File: config.mk
export PLATFORM = sky130hd
export DESIGN_NAME = i2c_cmd_seq
export DESIGN_NICKNAME = d
export VERILOG_FILES = /design/src/rtl/i2c_seq_pkg.sv /design/src/rtl/i2c_seq_pick.sv /design/src/rtl/i2c_seq_flags.sv /design/src/rtl/i2c_cmd_seq.sv
export SDC_FILE = /design/constraint.sdc
export NUM_CORES = 1
export LEC_CHECK = 0
export ABC_CLOCK_PERIOD_IN_PS = 1900
export BUFFER_PORTS_ARGS = -buffer_cell sky130_fd_sc_hd__buf_4
export CELL_PAD_IN_SITES_DETAIL_PLACEMENT = 0
export CELL_PAD_IN_SITES_GLOBAL_PLACEMENT = 1
export CORE_MARGIN = 8
export CORE_UTILIZATION = 29
export DETAILED_ROUTE_END_ITERATION = 7
export GPL_TIMING_DRIVEN = 0
export PLACE_DENSITY = 0.86
export SYNTH_ARGS = -nofsm -noshare
export SYNTH_HDL_FRONTEND = slang
export SYNTH_HIERARCHICAL = 1
export SYNTH_SLANG_ARGS = --single-unit
export TNS_END_PERCENT = 100
File: constraint.sdc
create_clock -name clk -period 1.9 [get_ports clk]
set_clock_uncertainty 0.05 [all_clocks]
set_input_delay 0.38 -clock clk [delete_from_list [all_inputs] [get_ports clk]]
set_output_delay 0.38 -clock clk [all_outputs]
set_load 0.005 [all_outputs]
File: src/rtl/i2c_seq_pkg.sv
package i2c_seq_pkg;
  localparam int BYTE_W = 8;
  localparam int ADDR_W = BYTE_W - 1;
  localparam int CMD_W  = 16;
  localparam int ST_W   = 4;
  localparam int NFLAG  = 5;
  localparam int STAT_W = 32;
  localparam int ST_LSB = 19;
  localparam int BUSY_BIT = 16;
  localparam int PAD_HI = STAT_W - ST_LSB - ST_W;
  localparam int PAD_LO = ST_LSB - BUSY_BIT - 1;

  // command bit positions
  localparam int CB_START = 0;
  localparam int CB_TX    = 1;
  localparam int CB_RX    = 3;
  localparam int CB_LAST  = 4;
  localparam int CB_STOP  = 5;

  // flag positions
  localparam int FL_ACK  = 0;
  localparam int FL_NAK  = 1;
  localparam int FL_RXD  = 2;
  localparam int FL_STOP = 3;
  localparam int FL_ABN  = 4;

  // transfer state codes
  localparam logic [ST_W-1:0] TS_IDLE   = 4'h0;
  localparam logic [ST_W-1:0] TS_ACTIVE = 4'h8;
  localparam logic [ST_W-1:0] TS_START  = 4'h9;
  localparam logic [ST_W-1:0] TS_RSTART = 4'hA;
  localparam logic [ST_W-1:0] TS_STOP   = 4'hB;
  localparam logic [ST_W-1:0] TS_TXD    = 4'hC;
  localparam logic [ST_W-1:0] TS_RXD    = 4'hE;

  typedef enum logic [3:0] {
    PH_IDLE, PH_PICK, PH_START, PH_TX, PH_TXEND, PH_RX, PH_NACK, PH_STOP, PH_DONE
  } phase_t;

  typedef enum logic [2:0] {
    OP_START = 3'd0, OP_SEND = 3'd1, OP_RECV = 3'd2, OP_NACK = 3'd3, OP_END = 3'd4
  } bus_op_t;
endpackage

File: src/rtl/i2c_seq_pick.sv
module i2c_seq_pick
  import i2c_seq_pkg::*;
(
  input  logic [CMD_W-1:0] cmd,
  input  logic             rx_done,
  output phase_t           nxt
);
  // fixed priority: address, transmit, receive, stop
  always_comb begin
    if (cmd[CB_START])                                  nxt = PH_START;
    else if (cmd[CB_TX])                                nxt = PH_TX;
    else if ((cmd[CB_RX] || cmd[CB_LAST]) && !rx_done)  nxt = PH_RX;
    else if (cmd[CB_STOP])                              nxt = PH_STOP;
    else                                                nxt = PH_DONE;
  end
endmodule

File: src/rtl/i2c_seq_flags.sv
module i2c_seq_flags #(
  parameter int N = 5
) (
  input  logic         clk,
  input  logic         rst,
  input  logic [N-1:0] set,
  input  logic [N-1:0] clr,
  output logic [N-1:0] flags
);
  for (genvar i = 0; i < N; i++) begin : g_flag
    always_ff @(posedge clk) begin
      if (rst)          flags[i] <= 1'b0;
      else if (set[i])  flags[i] <= 1'b1;
      else if (clr[i])  flags[i] <= 1'b0;
    end
  end
endmodule

File: src/rtl/i2c_cmd_seq.sv
module i2c_cmd_seq
  import i2c_seq_pkg::*;
(
  input  logic                  clk,
  input  logic                  rst,
  input  logic                  master_en,
  input  logic                  cmd_we,
  input  logic [CMD_W-1:0]      cmd_wdata,
  input  logic [BYTE_W-1:0]     tx_byte,
  input  logic [NFLAG-1:0]      flag_clr,
  output logic [STAT_W-1:0]     status_word,
  output logic [NFLAG-1:0]      flags,
  output logic [BYTE_W-1:0]     rx_byte,
  output logic                  seq_done,
  output logic                  bus_req,
  output logic [2:0]            bus_op,
  output logic [ADDR_W-1:0]     bus_addr,
  output logic                  bus_rd,
  output logic [BYTE_W-1:0]     bus_wdata,
  input  logic                  bus_done,
  input  logic                  bus_nak,
  input  logic [BYTE_W-1:0]     bus_rdata
);
  phase_t            phase;
  phase_t            pick;
  logic [CMD_W-1:0]  cmd;
  logic [ST_W-1:0]   tstate;
  logic              busy;
  logic [NFLAG-1:0]  flag_set;
  logic              wr_ok;
  logic              fin;

  assign wr_ok = cmd_we && master_en && (phase == PH_IDLE);
  assign fin   = bus_req && bus_done;

  i2c_seq_pick u_pick (
    .cmd     (cmd),
    .rx_done (flags[FL_RXD]),
    .nxt     (pick)
  );

  i2c_seq_flags #(.N(NFLAG)) u_flags (
    .clk   (clk),
    .rst   (rst),
    .set   (flag_set),
    .clr   (flag_clr),
    .flags (flags)
  );

  always_comb begin
    flag_set = '0;
    if (phase == PH_PICK && pick == PH_STOP && !tstate[3]) flag_set[FL_ABN] = 1'b1;
    if (fin) begin
      case (phase)
        PH_START, PH_TX: begin
          if (bus_nak) flag_set[FL_NAK] = 1'b1;
          else         flag_set[FL_ACK] = 1'b1;
        end
        PH_RX:   flag_set[FL_RXD]  = 1'b1;
        PH_STOP: flag_set[FL_STOP] = 1'b1;
        default: ;
      endcase
    end
  end

  always_ff @(posedge clk) begin
    if (rst) begin
      phase   <= PH_IDLE;
      cmd     <= '0;
      tstate  <= TS_IDLE;
      busy    <= 1'b0;
      rx_byte <= '0;
    end else begin
      case (phase)
        PH_IDLE: if (wr_ok) begin
          cmd   <= cmd_wdata;
          phase <= PH_PICK;
        end
        PH_PICK: begin
          phase <= pick;
          case (pick)
            PH_START: tstate <= tstate[3] ? TS_RSTART : TS_START;
            PH_TX:    tstate <= TS_TXD;
            PH_RX:    tstate <= TS_RXD;
            PH_STOP: begin
              if (tstate[3]) tstate <= TS_STOP;
              else begin
                cmd[CB_STOP] <= 1'b0;
                tstate       <= TS_IDLE;
                phase        <= PH_DONE;
              end
            end
            default: ;
          endcase
        end
        PH_START: if (fin) begin
          cmd[CB_START] <= 1'b0;
          cmd[CB_TX]    <= 1'b0;
          if (bus_nak) begin
            busy  <= 1'b0;
            phase <= PH_DONE;
          end else begin
            busy   <= 1'b1;
            tstate <= TS_ACTIVE;
            phase  <= PH_PICK;
          end
        end
        PH_TX: if (fin) begin
          cmd[CB_TX] <= 1'b0;
          tstate     <= TS_ACTIVE;
          phase      <= bus_nak ? PH_TXEND : PH_PICK;
        end
        PH_TXEND: if (fin) begin
          busy  <= 1'b0;
          phase <= PH_PICK;
        end
        PH_RX: if (fin) begin
          rx_byte <= bus_rdata;
          if (cmd[CB_LAST]) phase <= PH_NACK;
          else begin
            cmd[CB_RX] <= 1'b0;
            tstate     <= TS_ACTIVE;
            phase      <= PH_PICK;
          end
        end
        PH_NACK: if (fin) begin
          cmd[CB_RX]   <= 1'b0;
          cmd[CB_LAST] <= 1'b0;
          tstate       <= TS_ACTIVE;
          phase        <= PH_PICK;
        end
        PH_STOP: if (fin) begin
          busy          <= 1'b0;
          cmd[CB_STOP]  <= 1'b0;
          tstate        <= TS_IDLE;
          phase         <= PH_DONE;
        end
        default: phase <= PH_IDLE;
      endcase
    end
  end

  always_comb begin
    bus_req = 1'b1;
    bus_op  = OP_END;
    case (phase)
      PH_START: bus_op = OP_START;
      PH_TX:    bus_op = OP_SEND;
      PH_RX:    bus_op = OP_RECV;
      PH_NACK:  bus_op = OP_NACK;
      PH_TXEND, PH_STOP: bus_op = OP_END;
      default:  bus_req = 1'b0;
    endcase
  end

  assign bus_addr    = tx_byte[BYTE_W-1:1];
  assign bus_rd      = tx_byte[0];
  assign bus_wdata   = tx_byte;
  assign seq_done    = (phase == PH_DONE);
  assign status_word = {{PAD_HI{1'b0}}, tstate, {PAD_LO{1'b0}}, busy, cmd};


  done_pulse_chk: assert property (@(posedge clk) disable iff (rst)
    seq_done |=> !seq_done);


  hold_cmd_chk: assert property (@(posedge clk) disable iff (rst)
    (phase == PH_IDLE && !master_en) |=> $stable(cmd));


  rx_gate_chk: assert property (@(posedge clk) disable iff (rst)
    (bus_req && bus_op == OP_RECV) |-> !flags[FL_RXD]);


  stop_idle_chk: assert property (@(posedge clk) disable iff (rst)
    $rose(flags[FL_STOP]) |-> (tstate == TS_IDLE && !busy));
endmodule

==> results of run 1 <==
[synth_stat cells (2+ instances only)]
master	number
nand3b_1	5
inv_2	2
o31ai_1	2
nor3b_1	4
nand2_1	36
and2_1	2
inv_1	9
nor4b_2	2
nor3_1	4
a22oi_1	2
dfxtp_1	38
o221ai_1	2
nand2b_1	8
buf_4	31
nand3_1	4
buf_2	4
and3_1	4
a21oi_1	28
o211a_1	2
mux2i_1	13
nor2_1	21
a221oi_1	2
xnor2_1	3
o21ai_1	2
clkbuf_1	6
buf_6	2
a21o_1	2
[cells by family (layout without fill, tap and decap cells)]
logic type	count (synthesis)	after routing	share of synthesized area, %
and+or+nand+nor	98	98	23.4
muxes	13	13	5.97
AOI/OAI and AO/OA	57	57	18.2
DFF	38	38	34.9
xor gates and xnor gates	4	4	1.61
buffers and inverters	55	154	15.7
other	1	11	0.172
[power groups by stage]
stage	Combinational (uW)	Sequential, uW	Clock [uW]
3_5_place_dp	494	885	0
5_1_grt	577	874	634
3_3_place_gp	490	883	0
2_1_floorplan	297	881	0
6_report	529	869	573
4_1_cts	504	868	598
[worst max-delay path, delay by kind of cell (launching register included)]
family	cells	cell delay, ps
simple gates	3	790
flops	1	390
compound gates	2	390
buf+inv	1	170
[registers in the layout, indices dropped and copies added (netlist names)]
| name | flops |
|---|---|
| cmd | 16 |
| phase | 4 |
| tstate | 4 |
| u_flags/flags | 5 |
| rx_byte | 8 |
| busy | 1 |
[layout make-up]
type | count | area, um^2 | area share (%)
Multi-Input combinational cell | 183 | 1150 | 36.3
Sequential cell | 38 | 768 | 24.2
Timing Repair Buffer | 91 | 683 | 21.5
Buffer | 43 | 313 | 9.85
Tap cell | 99 | 124 | 3.90
Clock buffer | 7 | 86.3 | 2.72
Inverter | 12 | 45.0 | 1.42
Clock inverter | 1 | 5.00 | 0.158
[worst paths after layout]
check	startpoint	to	slack, ps	cells past startpoint
worst max-delay path	cmd[4]	phase[3]	30	6
worst min-delay path	rst	u_flags/flags[2]	270	2
worst max register to register	cmd[4]	phase[3]	30	6
worst min register to register	cmd[13]	cmd[13]	400	2
[stage by stage]
| stage | total power (uW) | TNS [ps] | hold WS [ps] | std cells |
|---|---|---|---|---|
| CTS | 1970 | -6.65 | 266 | 471 |
| global placement | 1370 | -575 | 394 | 463 |
| finish | 1970 | 0 | 270 | 474 |
| floorplan | 1180 | 0 | 399 | 276 |
| global route | 2090 | -87.2 | 263 | 474 |
| detailed placement | 1380 | -681 | 398 | 463 |
[layout by cell type (no fill, tap or decap), types with 2 or more instances in the layout]
cell type,n
inv_1,9
o21ai_1,2
nor3b_2,2
a21o_1,2
nand2b_1,8
clkbuf_1,6
a221oi_1,2
nor3_1,4
buf_6,3
and3_1,4
o31ai_1,2
mux2i_1,13
nand3b_1,5
clkbuf_4,2
nor2_1,20
clkbuf_8,6
nor3b_1,2
dfxtp_1,34
o211a_1,2
dfxtp_2,3
inv_2,2
a21oi_4,2
conb_1,11
o221ai_1,2
buf_4,123
a22oi_1,2
nand2_1,36
a21oi_1,27
nand3_1,4
and2_1,2
xnor2_1,3
[metal layers]
| metal | wire length, um | track usage [%] |
|---|---|---|
| met2 | 3180 | 20.7 |
| met4 | 15 | 2.60 |
| met3 | 715 | 4.19 |
| met5 | 0 | 0 |
| met1 | 2790 | 14.6 |
[repair_timing]
action | in CTS | in global routing
resized for setup | 10 | 9
pin swaps | 0 | 3
setup buffers | 0 | 3
endpoints found under the setup margin | 14 | 9
==> results_dict.tcl, run 1 <==
set metrics [dict create \
    status "completed" \
    synthArstFlopShare_pct 0 \
    vias_per_cell 4.59 \
    max_cap_viol_count 0 \
    yosysSeqAreaShare_pct 34.9 \
    synth_edf_count 0 \
    yosysTopAreaCell "dfxtp_1" \
    drt_iter0_markers 81 \
    clock_power_share_pct 29.1 \
    required_ps 2040 \
    cts_inserted_buffers 5 \
    fin_nets 417 \
    ys_warn_count 6 \
    die_w_um 103 \
    postPlaceCellArea_um2 3000 \
    synth_top_area_share_pct 34.9 \
    synth_cells 266 \
    cp_max_fo 8 \
    cp-end-kind "flop" \
    cellPowerDensity_nw_per_um2 620 \
    ios 109 \
    dp_hpwl_um 5400 \
    initial_core_util_pct 30.1 \
    antenna_cells 0 \
    synth_flop_cell "dfxtp_1" \
    worstSetupPathType "reg -> reg" \
    port_buffers 88 \
    internal_power_uw 1410 \
    syn_area_um2 2180 \
    slew_viol_final 0 \
    cts_hold_buf 0 \
    clock_latency_ps 290 \
    wirelength_um 6710 \
    clock.fmax_ghz 0.533 \
    grt.total_usage_pct 12.2 \
    gp_congestion 0.851 \
    cts-root-buf "clkbuf_8" \
    worst_pin_slew_ps 520 \
    max-vdd-ir-drop_mv 0.393 \
    critical_path_arrival_ps 2010 \
    p_seq_share_pct 44.1 \
    clkTransAtPathRegs_ps 80 \
    setup_slack_ps 25.5 \
    dr_total_vias 2176 \
    timing.final.crit_share_pct 98.7 \
    setup_viol 0 \
    design.die.area_um2 10600 \
    crit_chain "o21bai_4 > nor4b_4 > buf_4 > and4bb_2 > and3_1 > o21a_1" \
    power_switching_uw 557 \
    cpMaxStageDelayCell "dfxtp_4" \
    fin_util_pct 43.8 \
    grt_first_pass_wirelength_um 10300 \
    syn_area_per_cell_um2 8.20 \
    grt_pass1_vias 2120 \
    swShare_pct 28.3 \
    grt_antenna_before_repair 0 \
    overflow 0 \
    leakagePower_uw 0.00143 \
    grt_setup_unrepaired "yes" \
    critPathMaxStageDelay_ps 390 \
    final_cell_area_um2 3180 \
    grt_max_degree 12 \
    ant_nets 0 \
    syn_to_final_growth_pct 45.7 \
    ys_ff_latch 38 \
    comb_power_share_pct 26.8 \
    synth.area.top_cells "dfxtp_1, buf_4, a21oi_1, nand2_1, mux2i_1" \
    wl_per_cell_um 14.1 \
    num_rows 31 \
    dp_slack_ps -222 \
    drc 0 \
    fill_cells 737 \
    drive_above_1_share_pct 41.3 \
    htreeDepth 2 \
    coreArea_um2 7250 \
    min-delay-path-class "in -> reg" \
    slew_headroom_pct 65.3 \
    synth_cell_types 53 \
    crit_path_start_kind "flop" \
    chipHeight_um 103 \
    hold_violations 0 \
    cts_tree "yes" \
    clock_sink_count 38 \
    min_period_ps 1870 \
    clock_path_buffers 2 \
    drtPass1Iterations 4 \
]
(Power assumes the default switching activity.)
==> run 2, diff against run 1 <==
Settings changed: CORE_UTILIZATION 29 to 28, PLACE_DENSITY 0.86 to 0.85, SYNTH_HIERARCHICAL 1 to default.
==> results_dict.tcl, run 2 <==
set metrics [dict create \
    overflow 0 \
    antenna_cells 0 \
    synth.top_cells.by_count "dfxtp_1, nand2_1, a21oi_1, buf_4, nor2_1" \
    clock_path_buffers 2 \
    crit_top_cell "buf_4" \
    gp_congestion 0.859 \
    layout_commonest_cell "buf_4" \
    worstSetupPathType "reg -> out" \
    grt_pass1_vias 2117 \
    swShare_pct 28.1 \
    grt.total_usage_pct 12.7 \
    coreArea_um2 7250 \
    grt_max_degree 13 \
    synth.area.top_cells "dfxtp_1, buf_4, a21oi_1, nand2_1, nor2_1" \
    worst_pin_slew_ps 533 \
    grt_antenna_before_repair 0 \
    mostFrequentLayoutCells "buf_4, nand2_1, dfxtp_1" \
    wl_per_cell_um 14.4 \
    fin_util_pct 43.0 \
    ys_ff_latch 38 \
    p_seq_share_pct 46.4 \
    ios 109 \
    drive_above_1_share_pct 42.3 \
    chipHeight_um 102 \
    tns_ps 0 \
    top_register "cmd" \
    drc 0 \
    fin_nets 418 \
    reg_top3 "cmd (16), rx_byte (8), u_flags.flags (5)" \
    initial_core_util_pct 28.8 \
    setup_viol 0 \
    crit_path_start_kind "flop" \
    min-delay-path-class "in -> reg" \
    postPlaceCellArea_um2 2920 \
    dr_total_vias 2136 \
    yosysSeqAreaShare_pct 36.5 \
    cp_max_fo 10 \
    slew_viol_final 0 \
    clock_sink_count 38 \
    cpMaxStageDelayCell "dfxtp_1" \
    synth_top_area_share_pct 36.5 \
    finalPower_uw 1840 \
    timing.final.crit_share_pct 95.8 \
    syn_area_um2 2090 \
    largest_register_ffs 16 \
    max-vdd-ir-drop_mv 0.336 \
    synth_cell_types 46 \
    internal_power_uw 1320 \
    cts_hold_buf 0 \
    critical_path_arrival_ps 1390 \
    cp-end-kind "output port" \
    ant_nets 0 \
    max_cap_viol_count 0 \
    cellPowerDensity_nw_per_um2 588 \
    clock.fmax_ghz 0.549 \
    cts-root-buf "clkbuf_8" \
    num_rows 31 \
    syn_to_final_growth_pct 49.7 \
    final_cell_area_um2 3120 \
    min_period_ps 1820 \
    slew_headroom_pct 64.5 \
    yosysTopAreaCell "dfxtp_1" \
    vias_per_cell 4.50 \
    clock_latency_ps 290 \
    syn_area_per_cell_um2 7.93 \
    ys_warn_count 0 \
    clock_power_share_pct 30.3 \
    leakagePower_uw 0.00144 \
    clkTransAtPathRegs_ps 80 \
    die_w_um 102 \
    cts_tree "yes" \
    grt_first_pass_wirelength_um 10400 \
    crit_buf_inv 3 \
    drtPass1Iterations 4 \
    path_delay_family "buffers and inverters" \
    port_buffers 89 \
    synth_flop_cell "dfxtp_1" \
    synth_edf_count 0 \
    hold_violations 0 \
    htreeDepth 2 \
    cts_inserted_buffers 5 \
    crit_chain "buf_4 > buf_6 > xor2_1 > and2_1 > buf_4" \
    design.die.area_um2 10500 \
    comb_power_share_pct 23.2 \
    required_ps 1470 \
    synthArstFlopShare_pct 0 \
    synth_cells 263 \
    critPathMaxStageDelay_ps 320 \
    power_switching_uw 516 \
    dp_hpwl_um 5330 \
    wirelength_um 6840 \
    status "completed" \
    grt_setup_unrepaired "yes" \
    drt_iter0_markers 180 \
]
run 2: changes by cell type in the layout (fill, tap and decap cells not counted), moves of 3 or more:
cell,previous run,this run
mux2i_1,13,9
buf_4,123,129
inv_1,9,4
o21ai_0,1,6
a21oi_1,27,31
nand2b_1,8,11
nor2_1,20,25
nor2b_1,1,5
nand3b_1,5,2
run 2: logic make-up (layout without fill, tap and decap cells):
family	Yosys count	in the layout	synth area share, %
other cells	1	11	0.180
xor+xnor	3	3	1.26
compound gates	57	57	17.1
flops	38	38	36.5
buf+inv	49	152	14.9
mux	10	10	4.86
simple gates	105	105	25.3
run 2: timing repair:
item	CTS	global route
buffers inserted	4	2
pin swaps	4	1
setup endpoints to repair	16	21
resized for setup	14	14
run 2: power groups by stage:
stage / Sequential, uW / Combinational [uW] / Clock (uW)
final: 853 / 427 / 556
after global routing: 857 / 469 / 608
after CTS: 852 / 419 / 578
after detailed placement: 871 / 394 / 0
after global placement: 870 / 389 / 0
after floorplan: 868 / 215 / 0
run 2: final timing paths:
kind | slack (ps) | end | start | depth (start not counted)
max | 80 | bus_op[1] | phase[1] | 5
min | 260 | rx_byte[4] | bus_rdata[4] | 3
max reg2reg | 90 | tstate[3] | phase[1] | 7
min reg2reg | 410 | cmd[15] | cmd[15] | 2
run 2: cell type report:
class / instances / area [um^2]
Sequential cell: 38 / 768
Tap cell: 99 / 124
Clock inverter: 2 / 13.8
Clock buffer: 6 / 72.6
Inverter: 4 / 15.0
Buffer: 45 / 318
Fill cell: 768 / 4130
Multi-Input combinational cell: 186 / 1100
Timing Repair Buffer: 95 / 713
run 2: metrics by stage:
| step | std cells | hold WS, ps | setup WS [ps] |
|---|---|---|---|
| floorplan | 273 | 403 | 173 |
| global placement | 461 | 394 | -245 |
| detailed placement | 461 | 404 | -266 |
| CTS | 473 | 257 | 10.6 |
| global route | 475 | 261 | -3.67 |
| finish | 475 | 263 | 78.9 |
run 2: metal layers:
layer  GRT usage (%)  vias up  share of wire [%]
met4            3.05        0                1.1
met1            14.3      969                 38
met3            5.93        9                 12
met2            21.1       85                 48
li1                -     1073                  -
met5               0        -                  0
run 2: worst min-delay path, stage by stage:
cell and delay (ps):
buf_4 70, mux2i_1 50, nor2_1 70
==> run 3, diff against run 2 <==
Settings changed: PLACE_DENSITY 0.85 to 0.73.
==> results_dict.tcl, run 3 (synthesized netlist as in run 2, its figures left out) <==
set metrics [dict create \
    status "completed" \
    gp_congestion 0.830 \
    critical_path_arrival_ps 1460 \
    tns_ps 0 \
    antenna_cells 0 \
    clock_sink_count 38 \
    reg2reg_depth 7 \
    cts-root-buf "clkbuf_8" \
    leakagePower_uw 0.00142 \
    dp_hpwl_um 5170 \
    hold_violations 0 \
    cellPowerDensity_nw_per_um2 600 \
    critPathMaxStageDelay_ps 450 \
    initial_core_util_pct 28.8 \
    ant_nets 0 \
    cts_hold_buf 0 \
    cts_tree "yes" \
    vias_per_cell 4.48 \
    num_rows 31 \
    clock_path_buffers 2 \
    largest_register_ffs 16 \
    drt_iter0_markers 90 \
    drtPass1Iterations 4 \
    reg2reg_from "phase[0]" \
    port_buffers 89 \
    setup_slack_ps 13.6 \
    syn_to_final_growth_pct 48.2 \
    grt_antenna_before_repair 0 \
    cts_inserted_buffers 5 \
    grt_pass1_vias 2042 \
    ff2ff_setup_slack_ps 30 \
    cpMaxStageDelayCell "dfxtp_2" \
    cp-end-kind "output port" \
    fin_nets 415 \
    rr_endpoint "tstate[3]" \
    crit_path_start_kind "flop" \
    final_cell_area_um2 3090 \
    whs_ps 266 \
    clkTransAtPathRegs_ps 80 \
    wirelength_um 6680 \
    overflow 0 \
    max_cap_viol_count 0 \
    dr_total_vias 2114 \
    crit_path_end "bus_op[1]" \
    setup_viol 0 \
    drive_above_1_share_pct 42.4 \
    die_w_um 102 \
    worst_pin_slew_ps 547 \
    slew_viol_final 0 \
    worstSetupPathType "reg -> out" \
    crit_start "phase[2]" \
    layout_commonest_cell "buf_4" \
    mostFrequentLayoutCells "buf_4, nand2_1, dfxtp_1" \
    cp_max_fo 10 \
    timing.final.crit_share_pct 99.3 \
    reg_top3 "cmd (16), rx_byte (8), u_flags.flags (5)" \
    min-delay-path-class "in -> reg" \
    grt_setup_unrepaired "yes" \
    clock.fmax_ghz 0.530 \
    crit_chain "buf_4 > nor2b_4 > and2_1 > buf_4" \
    grt_first_pass_wirelength_um 9970 \
    clock_latency_ps 290 \
    grt_max_degree 13 \
    ios 109 \
    required_ps 1470 \
    crit_top_cell "buf_4" \
    dp_slack_ps -210 \
    wl_per_cell_um 14.1 \
    design.die.area_um2 10500 \
    min_period_ps 1890 \
    postPlaceCellArea_um2 2920 \
    coreArea_um2 7250 \
    chipHeight_um 102 \
    slew_headroom_pct 63.5 \
    fin_util_pct 42.6 \
    drc 0 \
    top_register "cmd" \
    htreeDepth 2 \
    max-vdd-ir-drop_mv 0.391 \
    grt.total_usage_pct 12.0 \
]
[run 3: layout make-up]
type	instances	area, um^2
fill	769	4160
multi-input combinational	186	1090
timing repair buffer	92	691
inverter	4	15.0
sequential	38	766
clock buffer	6	82.6
tap	99	124
clock inverter	2	12.5
buffer	45	315
[run 3: what timing repair did]
action	4_1_cts	5_1_grt
gates resized for setup	9	19
buffers inserted	3	0
pin swaps	2	0
endpoints found under the setup margin	15	18
[run 3: stage by stage]
step                std cells  power, uW
floorplan                 273       1080
global placement          461       1260
detailed placement        461       1260
CTS                       472       1870
global route              472       1960
finish                    472       1850
[run 3: how the worst min path moves through the flow]
stage                     slack (ps)  cells after the start    startpoint    endpoint
final                            270                      3  bus_rdata[1]  rx_byte[1]
after global placement           390                      2       cmd[11]     cmd[11]
after detailed placement         400                      2       cmd[11]     cmd[11]
after CTS                        260                      3  bus_rdata[3]  rx_byte[3]
after floorplan                  400                      2       cmd[10]     cmd[10]
after global routing             270                      3  bus_rdata[0]  rx_byte[0]
[run 3: worst max-delay path: cells and delay by family, from the launching register on]
| family | cells | cell delay, ps |
|---|---|---|
| flip-flops | 1 | 450 |
| AND/OR/NAND/NOR | 2 | 370 |
| buffers and inverters | 2 | 350 |
[run 3: report_power, final]
part | switching (uW) | internal, uW
clock | 294 | 292
combinational | 186 | 228
sequential | 26.5 | 827
[run 3: routing by layer]
| layer | share of wire (%) | GRT usage, % | vias to the layer above |
|---|---|---|---|
| met4 | 0.69 | 2.60 | 0 |
| li1 | - | - | 1068 |
| met2 | 49 | 20.8 | 73 |
| met3 | 9.1 | 4.29 | 5 |
| met5 | 0 | 0 | - |
| met1 | 41 | 13.8 | 968 |
